$ cat config.mk
export PLATFORM = sky130hd
export DESIGN_NAME = tws_master
export DESIGN_NICKNAME = d
export VERILOG_FILES = /design/src/rtl/tws_pkg.sv /design/src/rtl/tws_rst_sync.sv /design/src/rtl/tws_timer.sv /design/src/rtl/tws_shreg.sv /design/src/rtl/tws_master.sv
export SDC_FILE = /design/constraint.sdc
export NUM_CORES = 1
export LEC_CHECK = 0
export ABC_AREA = 1
export BUFFER_PORTS_ARGS = -buffer_cell sky130_fd_sc_hd__buf_2
export CORE_MARGIN = 2
export CORE_UTILIZATION = 57
export CTS_CLUSTER_SIZE = 24
export DETAILED_ROUTE_END_ITERATION = 8
export HOLD_SLACK_MARGIN = 0.08
export MAX_ROUTING_LAYER = met4
export PLACE_DENSITY = 0.78
export SYNTH_ARGS = -nofsm -noshare
export SYNTH_HDL_FRONTEND = slang
export SYNTH_HIERARCHICAL = 1
export SYNTH_SLANG_ARGS = --single-unit
export TNS_END_PERCENT = 5
$ cat constraint.sdc
create_clock -name clk -period 2 [get_ports clk]
set_clock_uncertainty 0.05 [all_clocks]
set_input_delay 0.4 -clock clk [delete_from_list [all_inputs] [get_ports clk]]
set_output_delay 0.4 -clock clk [all_outputs]
set_load 0.02 [all_outputs]
$ cat src/rtl/tws_pkg.sv
package tws_pkg;
  typedef enum logic [1:0] {
    OP_READ  = 2'd0,
    OP_WRITE = 2'd1,
    OP_BURST = 2'd2,
    OP_SYNC  = 2'd3
  } tws_op_e;

  typedef enum logic [2:0] {
    ST_IDLE,
    ST_SYNC,
    ST_LOW,
    ST_HIGH,
    ST_TURN,
    ST_HOLD
  } tws_state_e;
endpackage

$ cat src/rtl/tws_rst_sync.sv
module tws_rst_sync (
  input  logic clk,
  input  logic rst_n,
  output logic rst_sync_n
);
  logic [1:0] sync_q;

  always_ff @(posedge clk or negedge rst_n) begin
    if (!rst_n) sync_q <= 2'b00;
    else        sync_q <= {sync_q[0], 1'b1};
  end

  assign rst_sync_n = sync_q[1];
endmodule

$ cat src/rtl/tws_timer.sv
module tws_timer #(
  parameter int W = 8
) (
  input  logic         clk,
  input  logic         rst_n,
  input  logic         load,
  input  logic [W-1:0] load_val,
  output logic         zero
);
  logic [W-1:0] cnt_q, cnt_d;

  always_comb begin
    cnt_d = cnt_q;
    if (load)             cnt_d = load_val;
    else if (cnt_q != '0) cnt_d = cnt_q - 1'b1;
  end

  always_ff @(posedge clk or negedge rst_n) begin
    if (!rst_n) cnt_q <= '0;
    else        cnt_q <= cnt_d;
  end

  assign zero = (cnt_q == '0);
endmodule

$ cat src/rtl/tws_shreg.sv
module tws_shreg #(
  parameter int W = 8
) (
  input  logic         clk,
  input  logic         rst_n,
  input  logic         load,
  input  logic [W-1:0] load_val,
  input  logic         shift,
  input  logic         in_bit,
  output logic [W-1:0] value,
  output logic         msb
);
  logic [W-1:0] sh_q, sh_d;

  always_comb begin
    sh_d = sh_q;
    if (load)       sh_d = load_val;
    else if (shift) sh_d = {sh_q[W-2:0], in_bit};
  end

  always_ff @(posedge clk or negedge rst_n) begin
    if (!rst_n) sh_q <= '0;
    else        sh_q <= sh_d;
  end

  assign value = sh_q;
  assign msb   = sh_q[W-1];
endmodule

$ cat src/rtl/tws_master.sv
module tws_master
  import tws_pkg::*;
#(
  parameter int         HALF_CYC   = 4,
  parameter int         TURN_CYC   = 12,
  parameter int         HOLD_CYC   = 6,
  parameter int         SYNC_CYC   = 100,
  parameter logic [7:0] BURST_ADDR = 8'h63
) (
  input  logic              clk,
  input  logic              rst_n,
  input  logic              cmd_valid,
  input  logic [1:0]        cmd_op,
  input  logic [7:0]        cmd_addr,
  input  logic [7:0]        cmd_wdata,
  output logic              busy,
  output logic              done,
  output logic signed [7:0] rx_first,
  output logic signed [7:0] rx_second,
  output logic              sclk,
  output logic              cs_n,
  output logic              sdio_o,
  output logic              sdio_oe,
  input  logic              sdio_i
);
  localparam int MAX_A  = (HALF_CYC > TURN_CYC) ? HALF_CYC : TURN_CYC;
  localparam int MAX_B  = (HOLD_CYC > SYNC_CYC) ? HOLD_CYC : SYNC_CYC;
  localparam int MAX_C  = (MAX_A > MAX_B) ? MAX_A : MAX_B;
  localparam int CNT_W  = $clog2(MAX_C + 1);
  localparam logic [CNT_W-1:0] HALF_LD = CNT_W'(HALF_CYC - 1);
  localparam logic [CNT_W-1:0] TURN_LD = CNT_W'(TURN_CYC - 1);
  localparam logic [CNT_W-1:0] HOLD_LD = CNT_W'(HOLD_CYC - 1);
  localparam logic [CNT_W-1:0] SYNC_LD = CNT_W'(SYNC_CYC - 1);

  logic       rst_i_n;
  tws_state_e state_q, state_d;
  tws_op_e    op_q, op_d;
  logic [7:0] wdata_q, wdata_d;
  logic [2:0] bit_q, bit_d;
  logic [1:0] byte_q, byte_d;
  logic       done_q, done_d;
  logic [7:0] rx0_q, rx0_d, rx1_q, rx1_d;

  logic             tmr_load, tmr_zero;
  logic [CNT_W-1:0] tmr_val;
  logic             sh_load, sh_shift, sh_msb;
  logic [7:0]       sh_val, sh_value;
  logic             wr_byte, last_byte;

  tws_rst_sync u_rst (
    .clk        (clk),
    .rst_n      (rst_n),
    .rst_sync_n (rst_i_n)
  );

  tws_timer #(.W(CNT_W)) u_timer (
    .clk      (clk),
    .rst_n    (rst_i_n),
    .load     (tmr_load),
    .load_val (tmr_val),
    .zero     (tmr_zero)
  );

  tws_shreg #(.W(8)) u_shreg (
    .clk      (clk),
    .rst_n    (rst_i_n),
    .load     (sh_load),
    .load_val (sh_val),
    .shift    (sh_shift),
    .in_bit   (sdio_i),
    .value    (sh_value),
    .msb      (sh_msb)
  );

  // byte 0 is always the address; byte 1 is sent only on a write
  assign wr_byte   = (byte_q == 2'd0) || (byte_q == 2'd1 && op_q == OP_WRITE);
  assign last_byte = (op_q == OP_BURST) ? (byte_q == 2'd2) : (byte_q == 2'd1);

  always_comb begin
    state_d  = state_q;
    op_d     = op_q;
    wdata_d  = wdata_q;
    bit_d    = bit_q;
    byte_d   = byte_q;
    done_d   = 1'b0;
    rx0_d    = rx0_q;
    rx1_d    = rx1_q;
    tmr_load = 1'b0;
    tmr_val  = HALF_LD;
    sh_load  = 1'b0;
    sh_val   = wdata_q;
    sh_shift = 1'b0;
    unique case (state_q)
      ST_IDLE: begin
        if (cmd_valid) begin
          op_d     = tws_op_e'(cmd_op);
          wdata_d  = cmd_wdata;
          bit_d    = 3'd0;
          byte_d   = 2'd0;
          tmr_load = 1'b1;
          if (tws_op_e'(cmd_op) == OP_SYNC) begin
            tmr_val = SYNC_LD;
            state_d = ST_SYNC;
          end else begin
            tmr_val = HALF_LD;
            sh_load = 1'b1;
            unique case (tws_op_e'(cmd_op))
              OP_WRITE: sh_val = {1'b1, cmd_addr[6:0]};
              OP_BURST: sh_val = BURST_ADDR;
              default:  sh_val = {1'b0, cmd_addr[6:0]};
            endcase
            state_d = ST_LOW;
          end
        end
      end
      ST_SYNC: begin
        if (tmr_zero) begin
          done_d  = 1'b1;
          state_d = ST_IDLE;
        end
      end
      ST_LOW: begin
        if (tmr_zero) begin
          sh_shift = !wr_byte;
          tmr_load = 1'b1;
          tmr_val  = HALF_LD;
          state_d  = ST_HIGH;
        end
      end
      ST_HIGH: begin
        if (tmr_zero) begin
          sh_shift = wr_byte;
          tmr_load = 1'b1;
          if (bit_q != 3'd7) begin
            bit_d   = bit_q + 3'd1;
            tmr_val = HALF_LD;
            state_d = ST_LOW;
          end else if (wr_byte) begin
            tmr_val = TURN_LD;
            state_d = ST_TURN;
          end else begin
            if (byte_q == 2'd2) rx1_d = sh_value;
            else                rx0_d = sh_value;
            if (last_byte) begin
              tmr_val = HOLD_LD;
              state_d = ST_HOLD;
            end else begin
              bit_d   = 3'd0;
              byte_d  = byte_q + 2'd1;
              tmr_val = HALF_LD;
              state_d = ST_LOW;
            end
          end
        end
      end
      ST_TURN: begin
        if (tmr_zero) begin
          if (last_byte) begin
            done_d  = 1'b1;
            state_d = ST_IDLE;
          end else begin
            bit_d    = 3'd0;
            byte_d   = byte_q + 2'd1;
            sh_load  = 1'b1;
            sh_val   = wdata_q;
            tmr_load = 1'b1;
            tmr_val  = HALF_LD;
            state_d  = ST_LOW;
          end
        end
      end
      ST_HOLD: begin
        if (tmr_zero) begin
          done_d  = 1'b1;
          state_d = ST_IDLE;
        end
      end
      default: state_d = ST_IDLE;
    endcase
  end

  always_ff @(posedge clk or negedge rst_i_n) begin
    if (!rst_i_n) begin
      state_q <= ST_IDLE;
      op_q    <= OP_READ;
      wdata_q <= '0;
      bit_q   <= '0;
      byte_q  <= '0;
      done_q  <= 1'b0;
      rx0_q   <= '0;
      rx1_q   <= '0;
    end else begin
      state_q <= state_d;
      op_q    <= op_d;
      wdata_q <= wdata_d;
      bit_q   <= bit_d;
      byte_q  <= byte_d;
      done_q  <= done_d;
      rx0_q   <= rx0_d;
      rx1_q   <= rx1_d;
    end
  end

  assign busy      = (state_q != ST_IDLE);
  assign cs_n      = (state_q == ST_IDLE);
  assign sclk      = (state_q != ST_LOW);
  assign sdio_oe   = (state_q == ST_LOW || state_q == ST_HIGH) && wr_byte;
  assign sdio_o    = sdio_oe & sh_msb;
  assign done      = done_q;
  assign rx_first  = rx0_q;
  assign rx_second = rx1_q;

  a_r1_sclk_idle: assert property (@(posedge clk) disable iff (!rst_i_n)
    cs_n |-> sclk);
  a_r2_low_phase: assert property (@(posedge clk) disable iff (!rst_i_n)
    $fell(sclk) |=> !sclk);
  a_r7_sync_quiet: assert property (@(posedge clk) disable iff (!rst_i_n)
    (state_q == ST_SYNC) |-> (sclk && !sdio_oe));
  a_r8_oe_needs_cs: assert property (@(posedge clk) disable iff (!rst_i_n)
    sdio_oe |-> !cs_n);
  a_r8_released_before_read: assert property (@(posedge clk) disable iff (!rst_i_n)
    (state_q == ST_TURN && tmr_zero && !last_byte && op_q != OP_WRITE)
      |=> (!sdio_oe && !sclk));
  a_r9_done_pulse: assert property (@(posedge clk) disable iff (!rst_i_n)
    done |=> !done);
  a_r9_done_with_cs: assert property (@(posedge clk) disable iff (!rst_i_n)
    $rose(cs_n) |-> done);
endmodule

==> results.md <==
- Sequential element share of the synthesized area: 0.435
- # port buffers: 42
- Flop2flop setup slack: 130 ps
- Ys flop type: dfrtp_1
- R2R cell count: 11
- Global-route wire length before repair: 9.92 mm
- Layout Nets: 451
- Crit-path max cell delay: 410 ps
- Core ar.: 5070 sq um
- Final hold violations: 0
- Slew @ Worst Pin: 571 ps
- Synth top area share: 0.435
- Fin util: 0.687
- Crit-path cells: inv_1 -> ha_1 -> nand3_1 -> nand2_2 -> inv_1 -> nor2_1 -> buf_4
- Slew HR: 0.620
- PnR worst setup slack: 61.7 ps
- Async set-or-reset flop fraction in the synthesized netlist: 1.00
- Max stage delay cell, worst path: dfrtp_1
- H-tree levels: 2
- ANT nets after route: 0
- Via-per-instance ratio: 4.99
- Routability cong.: 0.913
- Reg2reg end: rx_second[6]$_DFFE_PN0P_
- Startpoint types: register
- Antenna diode count: 0
- Fin. max-slew vios: 0
- Synthesized netlist cell count: 357
- Critical path peak fanout: 5
- Busiest grt layer: met2
- Die width: 76.5 microns
- Total number of vias: 2430
- Synthesized Nets: 392
- Flop pwr share: 0.369
- Most numerous cell in the Yosys netlist: nand2_1
- Worst min-delay path category: reg2async
- Clock Power Share: 0.148
- YS warnings: 6
- Synthesis-stage register bit count: 52
- P_sw: 0.00189 W
- Number of clock sinks: 52
- Area leader, netlist: dfrtp_1
- Max Cap Viol: 0
- Total global routing overflow: 0
- Cell internal pwr: 0.00241 W
- DRC violations left: 0
- Mapped Avg Cell Area: 8.39 sq um
- Post-CTS Setup Inserts: 0
- WP data required: 1550 ps
- Mapped cell area: 2990 sq um
- Worst Path Arrival: 1490 ps
- M2 GR Usage: 0.358
- CTS clk-pin slew, worst paths: 100 ps
- Most Frequent Cell on Critical Path: inv_1
- Die Footprint: 5850 sq um
- Gr usage total: 0.216
- Synth cell types: 30
- Final Cycle Share: 0.969
- Longest Clk Path Bufs: 2
- WL per Instance: 11.8 microns
- Place WS: 85.4 ps
- Period minus WS final: 1940 ps
- CTS tree: yes
- Design Power: 0.00429 W
- WL final: 5.75 mm
- Main area contributors after synthesis: dfrtp_1 43%, nand2_1 13%, nand3_1 5.5%, ha_1 5.4%, inv_1 5.0%
- Initial Util: 0.590
- Share of total power in combinational logic: 0.482
- Net Sw Frac: 0.439
- Initial antenna violation count: 0
- Placed Instance Area: 3360 sq um
- Synthesis-to-layout area growth: 16.4%
- Detail Placement HPWL: 4.48 mm
- Largest net degree at the start of global routing: 27
- Worst-skew pair later-pin latency: 320 ps
- CP Capture Type: primary output
- Setup Viol. Count Final: 0
- Global-route met1 utilization: 0.272
- Met3 usage: 0.0261
- Leakage: 1.87 nW
- Most frequent cells after synthesis: 107 x nand2_1, 52 x dfrtp_1, 40 x inv_1
- Worst hold margin: 222 ps
- Max VDD drop: 0.000674 V
- Final Cell Area: 3480 sq um
- Fmax: 0.516 GHz
- Layout cell share with drive strength beyond 1: 0.281
- RSZ-0062 raised after global routing: true
- Number of global-route vias before repair: 2269
- Total CTS buffers: 5
- Worst R2R Start: u_timer/cnt_q[1]$_DFFE_PN0P_
- Io pins: 44
- EDFF count, synth: 0
- Detailed Route Iter0 Violations: 216
- Crit path kind: reg2out
- CTS Root Cell: clkbuf_8
- Status: finished, final reports clean
- Cell Rows: 26
- PD cells: 1230 nW/um^2
- Chip Height: 76.5 microns
- 1st-pass router iterations: 4
==> kinds of logic (layout without fill, tap and decap cells) <==
kind of cell,Yosys count,after routing,synth area share
muxes,8,8,0.0364
AOI/OAI and AO/OA,43,43,0.0928
DFF,52,52,0.435
xor gates and xnor gates,3,3,0.00878
buffers and inverters,52,112,0.0790
other,3,3,0.00376
adders and majority gates,13,13,0.0543
and+or+nand+nor,183,183,0.290
==> flip-flops by register name, indices dropped and copies added, names as in the netlist <==
register and cells:
wdata_q 8, state_q 3, rx_first 8, rx_second 8, byte_q 2, u_shreg/value 8, op_q 2, u_timer/cnt_q 7
bit_q 3, u_rst/sync_q 2, done 1
==> worst max path at each step <==
stage | from | end | slack (ps) | cells after the start
after CTS | byte_q[1]$_DFFE_PN0P_ | sdio_oe | 20 | 7
after global placement | byte_q[0]$_DFFE_PN0P_ | u_shreg/value[5]$_DFFE_PN0P_ | 150 | 11
after global routing | byte_q[1]$_DFFE_PN0P_ | sdio_oe | -50 | 7
after floorplan | u_timer/cnt_q[0]$_DFFE_PN0P_ | u_timer/cnt_q[1]$_DFFE_PN0P_ | 150 | 12
after detailed placement | byte_q[0]$_DFFE_PN0P_ | u_shreg/value[7]$_DFFE_PN0P_ | 90 | 11
final | byte_q[1]$_DFFE_PN0P_ | sdio_oe | 60 | 7
==> cell type report <==
| class | instances | area, sq um |
|---|---|---|
| Inverter | 45 | 171 |
| Timing Repair Buffer | 59 | 358 |
| Tap cell | 70 | 87.6 |
| Fill cell | 443 | 1590 |
| Clock inverter | 3 | 27.5 |
| Sequential cell | 52 | 1300 |
| Multi-Input combinational cell | 253 | 1470 |
| Clock buffer | 5 | 68.8 |
==> timing repair <==
| action | in CTS | in global routing |
|---|---|---|
| resized for setup | 0 | 5 |
| hold endpoints to repair | 2 | 0 |
| hold buffers | 1 | 0 |
| endpoints found under the setup margin | 0 | 17 |
==> power by group through the flow <==
| stage | Sequential (W) | Clock (W) | Combinational, W |
|---|---|---|---|
| 2_1_floorplan | 0.00155 | 0 | 0.00160 |
| 4_1_cts | 0.00158 | 0.000655 | 0.00206 |
| 6_report | 0.00159 | 0.000636 | 0.00207 |
| 5_1_grt | 0.00163 | 0.000687 | 0.00235 |
| 3_3_place_gp | 0.00159 | 0 | 0.00198 |
| 3_5_place_dp | 0.00161 | 0 | 0.00205 |
==> placed cells by master, fill, tap and decap left out, types with 4 or more instances in the layout <==
| master | synthesis | final |
|---|---|---|
| dfrtp_1 | 52 | 51 |
| o21ai_2 | 16 | 16 |
| nor2_2 | 4 | 4 |
| inv_2 | 4 | 4 |
| mux2_4 | 5 | 5 |
| ha_1 | 13 | 13 |
| o21ai_0 | 18 | 18 |
| nand2_1 | 107 | 106 |
| inv_1 | 40 | 40 |
| nor2_1 | 21 | 21 |
| o21ai_1 | 4 | 4 |
| buf_4 | 2 | 17 |
| nand2_4 | 4 | 5 |
| a21oi_1 | 4 | 4 |
| buf_2 | 1 | 40 |
| clkbuf_8 | 0 | 5 |
| nor2_4 | 5 | 5 |
| nand3_1 | 33 | 32 |
==> worst max-delay path, delay by kind of cell (launching register included) <==
family	cells	cell delay, ps
flops	1	410
buf+inv	3	320
simple gates	3	300
fa+ha+maj	1	150
==> metrics by stage <==
step                      std cells  setup TNS [ps]
after floorplan                 357               0
after global placement          478               0
after detailed placement        478               0
after CTS                       487               0
after global routing            487           -94.3
final                           487               0
==> metal layers <==
metal  up-vias  part of all wire
li1       1241                 -
met3         7             0.043
met2        64              0.51
met1      1118              0.44
met4         0             0.012
met5         -                 0
No activity file was read; power rests on OpenSTA's default activity.
